--- src/rtl/csel_pkg.sv ---
package csel_pkg;

  localparam int LOW_W      = 5;
  localparam int HIGH_W     = 10;
  localparam int WORD_W     = 16;
  localparam int MEM_LO_LSB = 11;
  localparam int IO_LO_LSB  = 1;
  localparam int ADDR_W     = MEM_LO_LSB + LOW_W + HIGH_W;

  // register offsets inside a channel window (word index, byte offset / 2)
  localparam logic [1:0] OFS_HI_VAL = 2'd0;
  localparam logic [1:0] OFS_HI_MSK = 2'd1;
  localparam logic [1:0] OFS_LO_VAL = 2'd2;
  localparam logic [1:0] OFS_LO_MSK = 2'd3;

  // bit positions in the low registers
  localparam int FLD_LSB  = WORD_W - LOW_W;
  localparam int BIT_SMM  = 10;
  localparam int BIT_IO   = 1;
  localparam int BIT_EN   = 0;

  typedef struct packed {
    logic [HIGH_W-1:0] hi_val;
    logic [HIGH_W-1:0] hi_msk;
    logic [LOW_W-1:0]  lo_val;
    logic [LOW_W-1:0]  lo_msk;
    logic              smm_val;
    logic              smm_msk;
    logic              io_space;
    logic              enable;
  } chan_cfg_t;

  localparam chan_cfg_t CFG_GEN_RST = '0;
  localparam chan_cfg_t CFG_TOP_RST = '{
    hi_val: '0, hi_msk: '1, lo_val: '0, lo_msk: '1,
    smm_val: 1'b0, smm_msk: 1'b1, io_space: 1'b0, enable: 1'b1};

  function automatic logic [WORD_W-1:0] fmt_hi(input logic [HIGH_W-1:0] v);
    return {{(WORD_W-HIGH_W){1'b0}}, v};
  endfunction

  function automatic logic [WORD_W-1:0] fmt_lo_val(input chan_cfg_t c);
    logic [WORD_W-1:0] w;
    w = '0;
    w[WORD_W-1:FLD_LSB] = c.lo_val;
    w[BIT_SMM]          = c.smm_val;
    w[BIT_IO]           = c.io_space;
    return w;
  endfunction

  function automatic logic [WORD_W-1:0] fmt_lo_msk(input chan_cfg_t c, input logic rsv);
    logic [WORD_W-1:0] w;
    w = {WORD_W{rsv}};
    w[WORD_W-1:FLD_LSB] = c.lo_msk;
    w[BIT_SMM]          = c.smm_msk;
    w[BIT_EN]           = c.enable;
    return w;
  endfunction

endpackage

--- src/rtl/csel_regfile.sv ---
module csel_regfile
  import csel_pkg::*;
#(
  parameter int NCH  = 8,
  parameter int RA_W = 6
) (
  input  logic              clk,
  input  logic              rst,
  input  logic [RA_W-1:0]   reg_addr,
  input  logic [WORD_W-1:0] reg_wdata,
  input  logic              reg_we,
  input  logic              reg_re,
  output logic [WORD_W-1:0] reg_rdata,
  output chan_cfg_t         cfg [NCH]
);

  localparam int CH_W = RA_W - 3;

  logic [CH_W-1:0]   sel_ch;
  logic [1:0]        sel_ofs;
  logic [WORD_W-1:0] rd_word [NCH];
  logic [WORD_W-1:0] rd_mux;
  logic              unused_byte_lane;

  assign sel_ch           = reg_addr[RA_W-1:3];
  assign sel_ofs          = reg_addr[2:1];
  assign unused_byte_lane = reg_addr[0];

  for (genvar ch = 0; ch < NCH; ch++) begin : g_chan
    localparam bit IS_TOP = (ch == NCH - 1);
    chan_cfg_t c_q;
    logic      rsv_q;
    logic      wr_hit;

    assign wr_hit = reg_we && (sel_ch == CH_W'(ch));

    always_ff @(posedge clk) begin
      if (rst) begin
        c_q   <= IS_TOP ? CFG_TOP_RST : CFG_GEN_RST;
        rsv_q <= IS_TOP;
      end else if (wr_hit) begin
        case (sel_ofs)
          OFS_HI_VAL: c_q.hi_val <= reg_wdata[HIGH_W-1:0];
          OFS_HI_MSK: c_q.hi_msk <= reg_wdata[HIGH_W-1:0];
          OFS_LO_VAL: begin
            c_q.lo_val   <= reg_wdata[WORD_W-1:FLD_LSB];
            c_q.smm_val  <= reg_wdata[BIT_SMM];
            c_q.io_space <= reg_wdata[BIT_IO];
          end
          default: begin
            c_q.lo_msk  <= reg_wdata[WORD_W-1:FLD_LSB];
            c_q.smm_msk <= reg_wdata[BIT_SMM];
            c_q.enable  <= reg_wdata[BIT_EN];
            rsv_q       <= 1'b0;
          end
        endcase
      end
    end

    assign cfg[ch] = c_q;

    always_comb begin
      case (sel_ofs)
        OFS_HI_VAL: rd_word[ch] = fmt_hi(c_q.hi_val);
        OFS_HI_MSK: rd_word[ch] = fmt_hi(c_q.hi_msk);
        OFS_LO_VAL: rd_word[ch] = fmt_lo_val(c_q);
        default:    rd_word[ch] = fmt_lo_msk(c_q, rsv_q);
      endcase
    end
  end

  always_comb begin
    rd_mux = '0;
    for (int i = 0; i < NCH; i++) begin
      if (sel_ch == CH_W'(i)) rd_mux = rd_word[i];
    end
  end

  always_ff @(posedge clk) begin
    if (rst) reg_rdata <= '0;
    else     reg_rdata <= reg_re ? rd_mux : '0;
  end

endmodule

--- src/rtl/csel_chan_match.sv ---
module csel_chan_match
  import csel_pkg::*;
(
  input  chan_cfg_t         cfg,
  input  logic [ADDR_W-1:0] bus_addr,
  input  logic              bus_is_io,
  input  logic              bus_smm,
  output logic              hit
);

  logic [HIGH_W-1:0] hi_fld;
  logic [LOW_W-1:0]  lo_fld;
  logic              hi_ok, lo_ok, smm_ok, space_ok;
  logic              unused_addr_lsb;

  assign unused_addr_lsb = bus_addr[0];

  always_comb begin
    if (bus_is_io) begin
      lo_fld = bus_addr[IO_LO_LSB +: LOW_W];
      hi_fld = bus_addr[IO_LO_LSB + LOW_W +: HIGH_W];
    end else begin
      lo_fld = bus_addr[MEM_LO_LSB +: LOW_W];
      hi_fld = bus_addr[MEM_LO_LSB + LOW_W +: HIGH_W];
    end
  end

  assign hi_ok    = ((hi_fld ^ cfg.hi_val) & ~cfg.hi_msk) == '0;
  assign lo_ok    = ((lo_fld ^ cfg.lo_val) & ~cfg.lo_msk) == '0;
  assign smm_ok   = cfg.smm_msk || (bus_smm == cfg.smm_val);
  assign space_ok = (bus_is_io == cfg.io_space);
  assign hit      = cfg.enable && space_ok && smm_ok && hi_ok && lo_ok;

endmodule

--- src/rtl/csel_decoder.sv ---
module csel_decoder
  import csel_pkg::*;
#(
  parameter  int NUM_GEN = 7,
  localparam int NCH     = NUM_GEN + 1,
  localparam int RA_W    = $clog2(NCH) + 3
) (
  input  logic              clk,
  input  logic              rst,
  input  logic [RA_W-1:0]   reg_addr,
  input  logic [WORD_W-1:0] reg_wdata,
  input  logic              reg_we,
  input  logic              reg_re,
  output logic [WORD_W-1:0] reg_rdata,
  input  logic              bus_ads,
  input  logic [ADDR_W-1:0] bus_addr,
  input  logic              bus_is_io,
  input  logic              bus_smm,
  output logic [NCH-1:0]    cs_n
);

  chan_cfg_t        cfg [NCH];
  logic [NCH-1:0]   hit;

  csel_regfile #(.NCH(NCH), .RA_W(RA_W)) u_regs (
    .clk       (clk),
    .rst       (rst),
    .reg_addr  (reg_addr),
    .reg_wdata (reg_wdata),
    .reg_we    (reg_we),
    .reg_re    (reg_re),
    .reg_rdata (reg_rdata),
    .cfg       (cfg)
  );

  for (genvar ch = 0; ch < NCH; ch++) begin : g_match
    csel_chan_match u_match (
      .cfg       (cfg[ch]),
      .bus_addr  (bus_addr),
      .bus_is_io (bus_is_io),
      .bus_smm   (bus_smm),
      .hit       (hit[ch])
    );
  end

  always_ff @(posedge clk) begin
    if (rst) cs_n <= '1;
    else     cs_n <= bus_ads ? ~hit : '1;
  end

endmodule

--- config.mk ---
export PLATFORM = sky130hd
export DESIGN_NAME = csel_decoder
export DESIGN_NICKNAME = d
export VERILOG_FILES = /design/src/rtl/csel_pkg.sv /design/src/rtl/csel_regfile.sv /design/src/rtl/csel_chan_match.sv /design/src/rtl/csel_decoder.sv
export SDC_FILE = /design/constraint.sdc
export NUM_CORES = 1
export LEC_CHECK = 0
export BUFFER_PORTS_ARGS = -buffer_cell sky130_fd_sc_hd__buf_2
export CAP_MARGIN = 40
export CORE_ASPECT_RATIO = 1.4
export CORE_MARGIN = 2
export CORE_UTILIZATION = 50
export CTS_CLUSTER_DIAMETER = 200
export DETAILED_ROUTE_END_ITERATION = 10
export GPL_TIMING_DRIVEN = 0
export PLACE_DENSITY = 0.72
export REMOVE_ABC_BUFFERS = 1
export SYNTH_ARGS = -nofsm -noshare
export SYNTH_HDL_FRONTEND = slang
export SYNTH_SLANG_ARGS = --single-unit
--- constraint.sdc ---
create_clock -name clk -period 2.2 [get_ports clk]
set_input_delay 0.44 -clock clk [delete_from_list [all_inputs] [get_ports clk]]
set_output_delay 0.44 -clock clk [all_outputs]
set_load 0.02 [all_outputs]
==> results.cfg <==
[placed_design]
post-place-ws_ns = -1.50
placed_cell_area_um2 = 15900
io_buffers = 76
hpwl_um = 33800
dp_cells = 2209
place.gp.congestion = 0.967

[final_layout]
mostFrequentLayoutCells = 297 x dfxtp_1, 295 x nand2_1, 249 x a21oi_1
seqCellArea_um2 = 5950
final-instance-count-excl-fill = 2281
antenna_cells = 0
area_delta_synth_final_pct = 12.2
final_common_cell = dfxtp_1
drive_gt1_frac = 0.118
multiInputGateArea_um2 = 8850
nNetsFinal = 1933
n_fill_cell = 2673
stdcell_area_um2 = 17200

[worst_setup_path]
worst_path_largest_cell_delay_ns = 0.59
path_class = input port to flop
end_kind = flop
slowest_stage = mux2i_4
start_kind = input port
worstPathRequired_ns = 2.63
crit_arrival_ns = 2.56
crit_chain = buf_2 > buf_12 > mux2i_4 > xor2_1 > o22ai_1 > nor4_1 > nand3_1
crit_fanout = 17

[synthesis]
async_flop_share = 0
ys_ff_latch = 297
seq_area_frac_synth = 0.388
avgSynthCellArea_um2 = 8.14
ys_warn_count = 0
synth_edf_count = 0
syn_inst = 1884
yosys_most_used_dff = dfxtp_1
synth_cell_types = 51
synth_area_um2 = 15300

[die]
core_area_um2 = 30100
rows = 75
dieWidth_um = 152
io_pins = 79
die-area_um2 = 32100
start_util = 0.509
dieHeight_um = 211

[detailed_routing]
ant_nets = 0
drt_wl_total_um = 51800
wl_per_cell_um = 22.7
vias = 14500
firstDrtPassIters = 5
drc = 0
first_iter_violations = 1850
routed_via_density = 6.34

[cts]
path_clk_slew_ns = 0.06
worstSkewPairLatency_ns = 0.57
cts.sinks = 297
cts_buffers = 29
cts_buffer_depth = 3
htreeDepth = 1
cts_tree = done
cts_root_buf = clkbuf_16

[global_routing]
grt_pass1_vias = 13400
track_usage = 0.310
grt_pass1_wl_um = 79100
overflow = 0
antenna_found_initial = 1
grt_max_degree = 114

[sta]
max_freq_mhz = 471
drv_slew = 0
fin_crit_ns = 2.12
worstMarginPinSlew_ns = 0.995
setup_ws_ns = 0.0756
fin_setup_tns_ns = 0
hold_viol = 0
fin_worst_skew_ns = 0.0133
slew_headroom = 0.336
rsz0062_at_grt = no
setup_viol_count_final = 0
finalCritPeriodShare = 0.966

[pwr]
power_density_nw_per_um2 = 687
p_leak_uw = 0.00663
p_total_uw = 11800
ir_drop_v = 0.000599

[hold_path]
hold_class = input port to flop

[status]
status = finished clean

[run]
max_cap_viol_count = 0
## per-stage QoR
step                 util  hold slack [ns]
CTS                 0.564            0.262
global route        0.571            0.292
detailed placement  0.528            0.446
global placement    0.515            0.440
finish              0.571            0.241
floorplan               -            0.426
## sequential cells by signal, indices dropped and copies added (netlist names)
register	cells
u_regs.reg_rdata	16
u_regs.g_chan.rsv_q	1
u_regs.cfg	272
cs_n	8
## Yosys cell counts (7+ instances only)
cell,number,area share
o21bai_1,8,0.0039
a211oi_1,7,0.0034
nor3_1,9,0.0029
clkbuf_1,106,0.026
nand3_1,114,0.037
mux2i_1,157,0.10
xor2_1,120,0.069
buf_2,32,0.010
nand3b_1,21,0.010
mux2_2,14,0.010
a21o_1,9,0.0044
o22ai_1,85,0.035
and3_1,9,0.0037
nor4_1,9,0.0037
o221ai_1,13,0.0074
xnor2_1,16,0.0091
a21oi_1,250,0.082
o21ai_0,122,0.040
mux2i_4,15,0.022
dfxtp_1,297,0.39
nor2_1,107,0.026
nand2_1,299,0.073
buf_4,9,0.0044
## cell families after synthesis
group,share of synthesized area
DFF,0.388
buffers and inverters,0.0455
AOI/OAI and AO/OA,0.186
muxes,0.135
and+or+nand+nor,0.168
xor gates and xnor gates,0.0777
## per-layer routing
metal	track usage	part of all wire	up-vias
li1	-	-	6583
met1	0.400	0.39	6894
met2	0.495	0.46	809
met3	0.0425	0.089	167
met4	0.189	0.063	2
met5	0	0.00021	-
## cell type report
| type | count | area share |
|---|---|---|
| clock buffers | 43 | 0.0505 |
| inverters | 2 | 0.000437 |
| repair buffers | 117 | 0.0589 |
| multi-input cells | 1431 | 0.515 |
| clock inverters | 6 | 0.00175 |
| flip-flops and latches | 297 | 0.346 |
| well taps | 385 | 0.0280 |
## path summary, 6_finish.rpt
kind / start / end / slack, ns / cells past startpoint
worst min register to register: u_regs.g_chan[7].rsv_q / u_regs.g_chan[7].rsv_q / 0.47 / 1
worst max register to register: u_regs.cfg[205] / u_regs.reg_rdata[1] / 0.28 / 5
worst min-delay path: rst / u_regs.cfg[96] / 0.24 / 2
worst max-delay path: bus_is_io / cs_n[4] / 0.08 / 7
## critical path, delay by kind of cell
kind | cells | cell delay (ns)
XOR/XNOR | 1 | 0.21
multiplexers | 1 | 0.59
buffers and inverters | 2 | 0.64
AO/OA/AOI/OAI | 1 | 0.10
AND/OR/NAND/NOR | 2 | 0.55
## power by group
part / total, uW / internal, uW / switching, uW
combinational: 1470 / 485 / 989
clock: 4880 / 2700 / 2180
sequential: 5460 / 5430 / 36.5
total: 11800 / 8610 / 3200
## timing repair
| action | in CTS | in global routing |
|---|---|---|
| hold buffers | 0 | 0 |
| pin swaps | 2 | 0 |
| gates resized for setup | 25 | 15 |
| cloned | 3 | 0 |
| setup buffers | 6 | 14 |
| setup endpoints to repair | 247 | 124 |
| endpoints found under the hold margin | 0 | 0 |
Note: power is estimated with default switching activity, not from simulation.
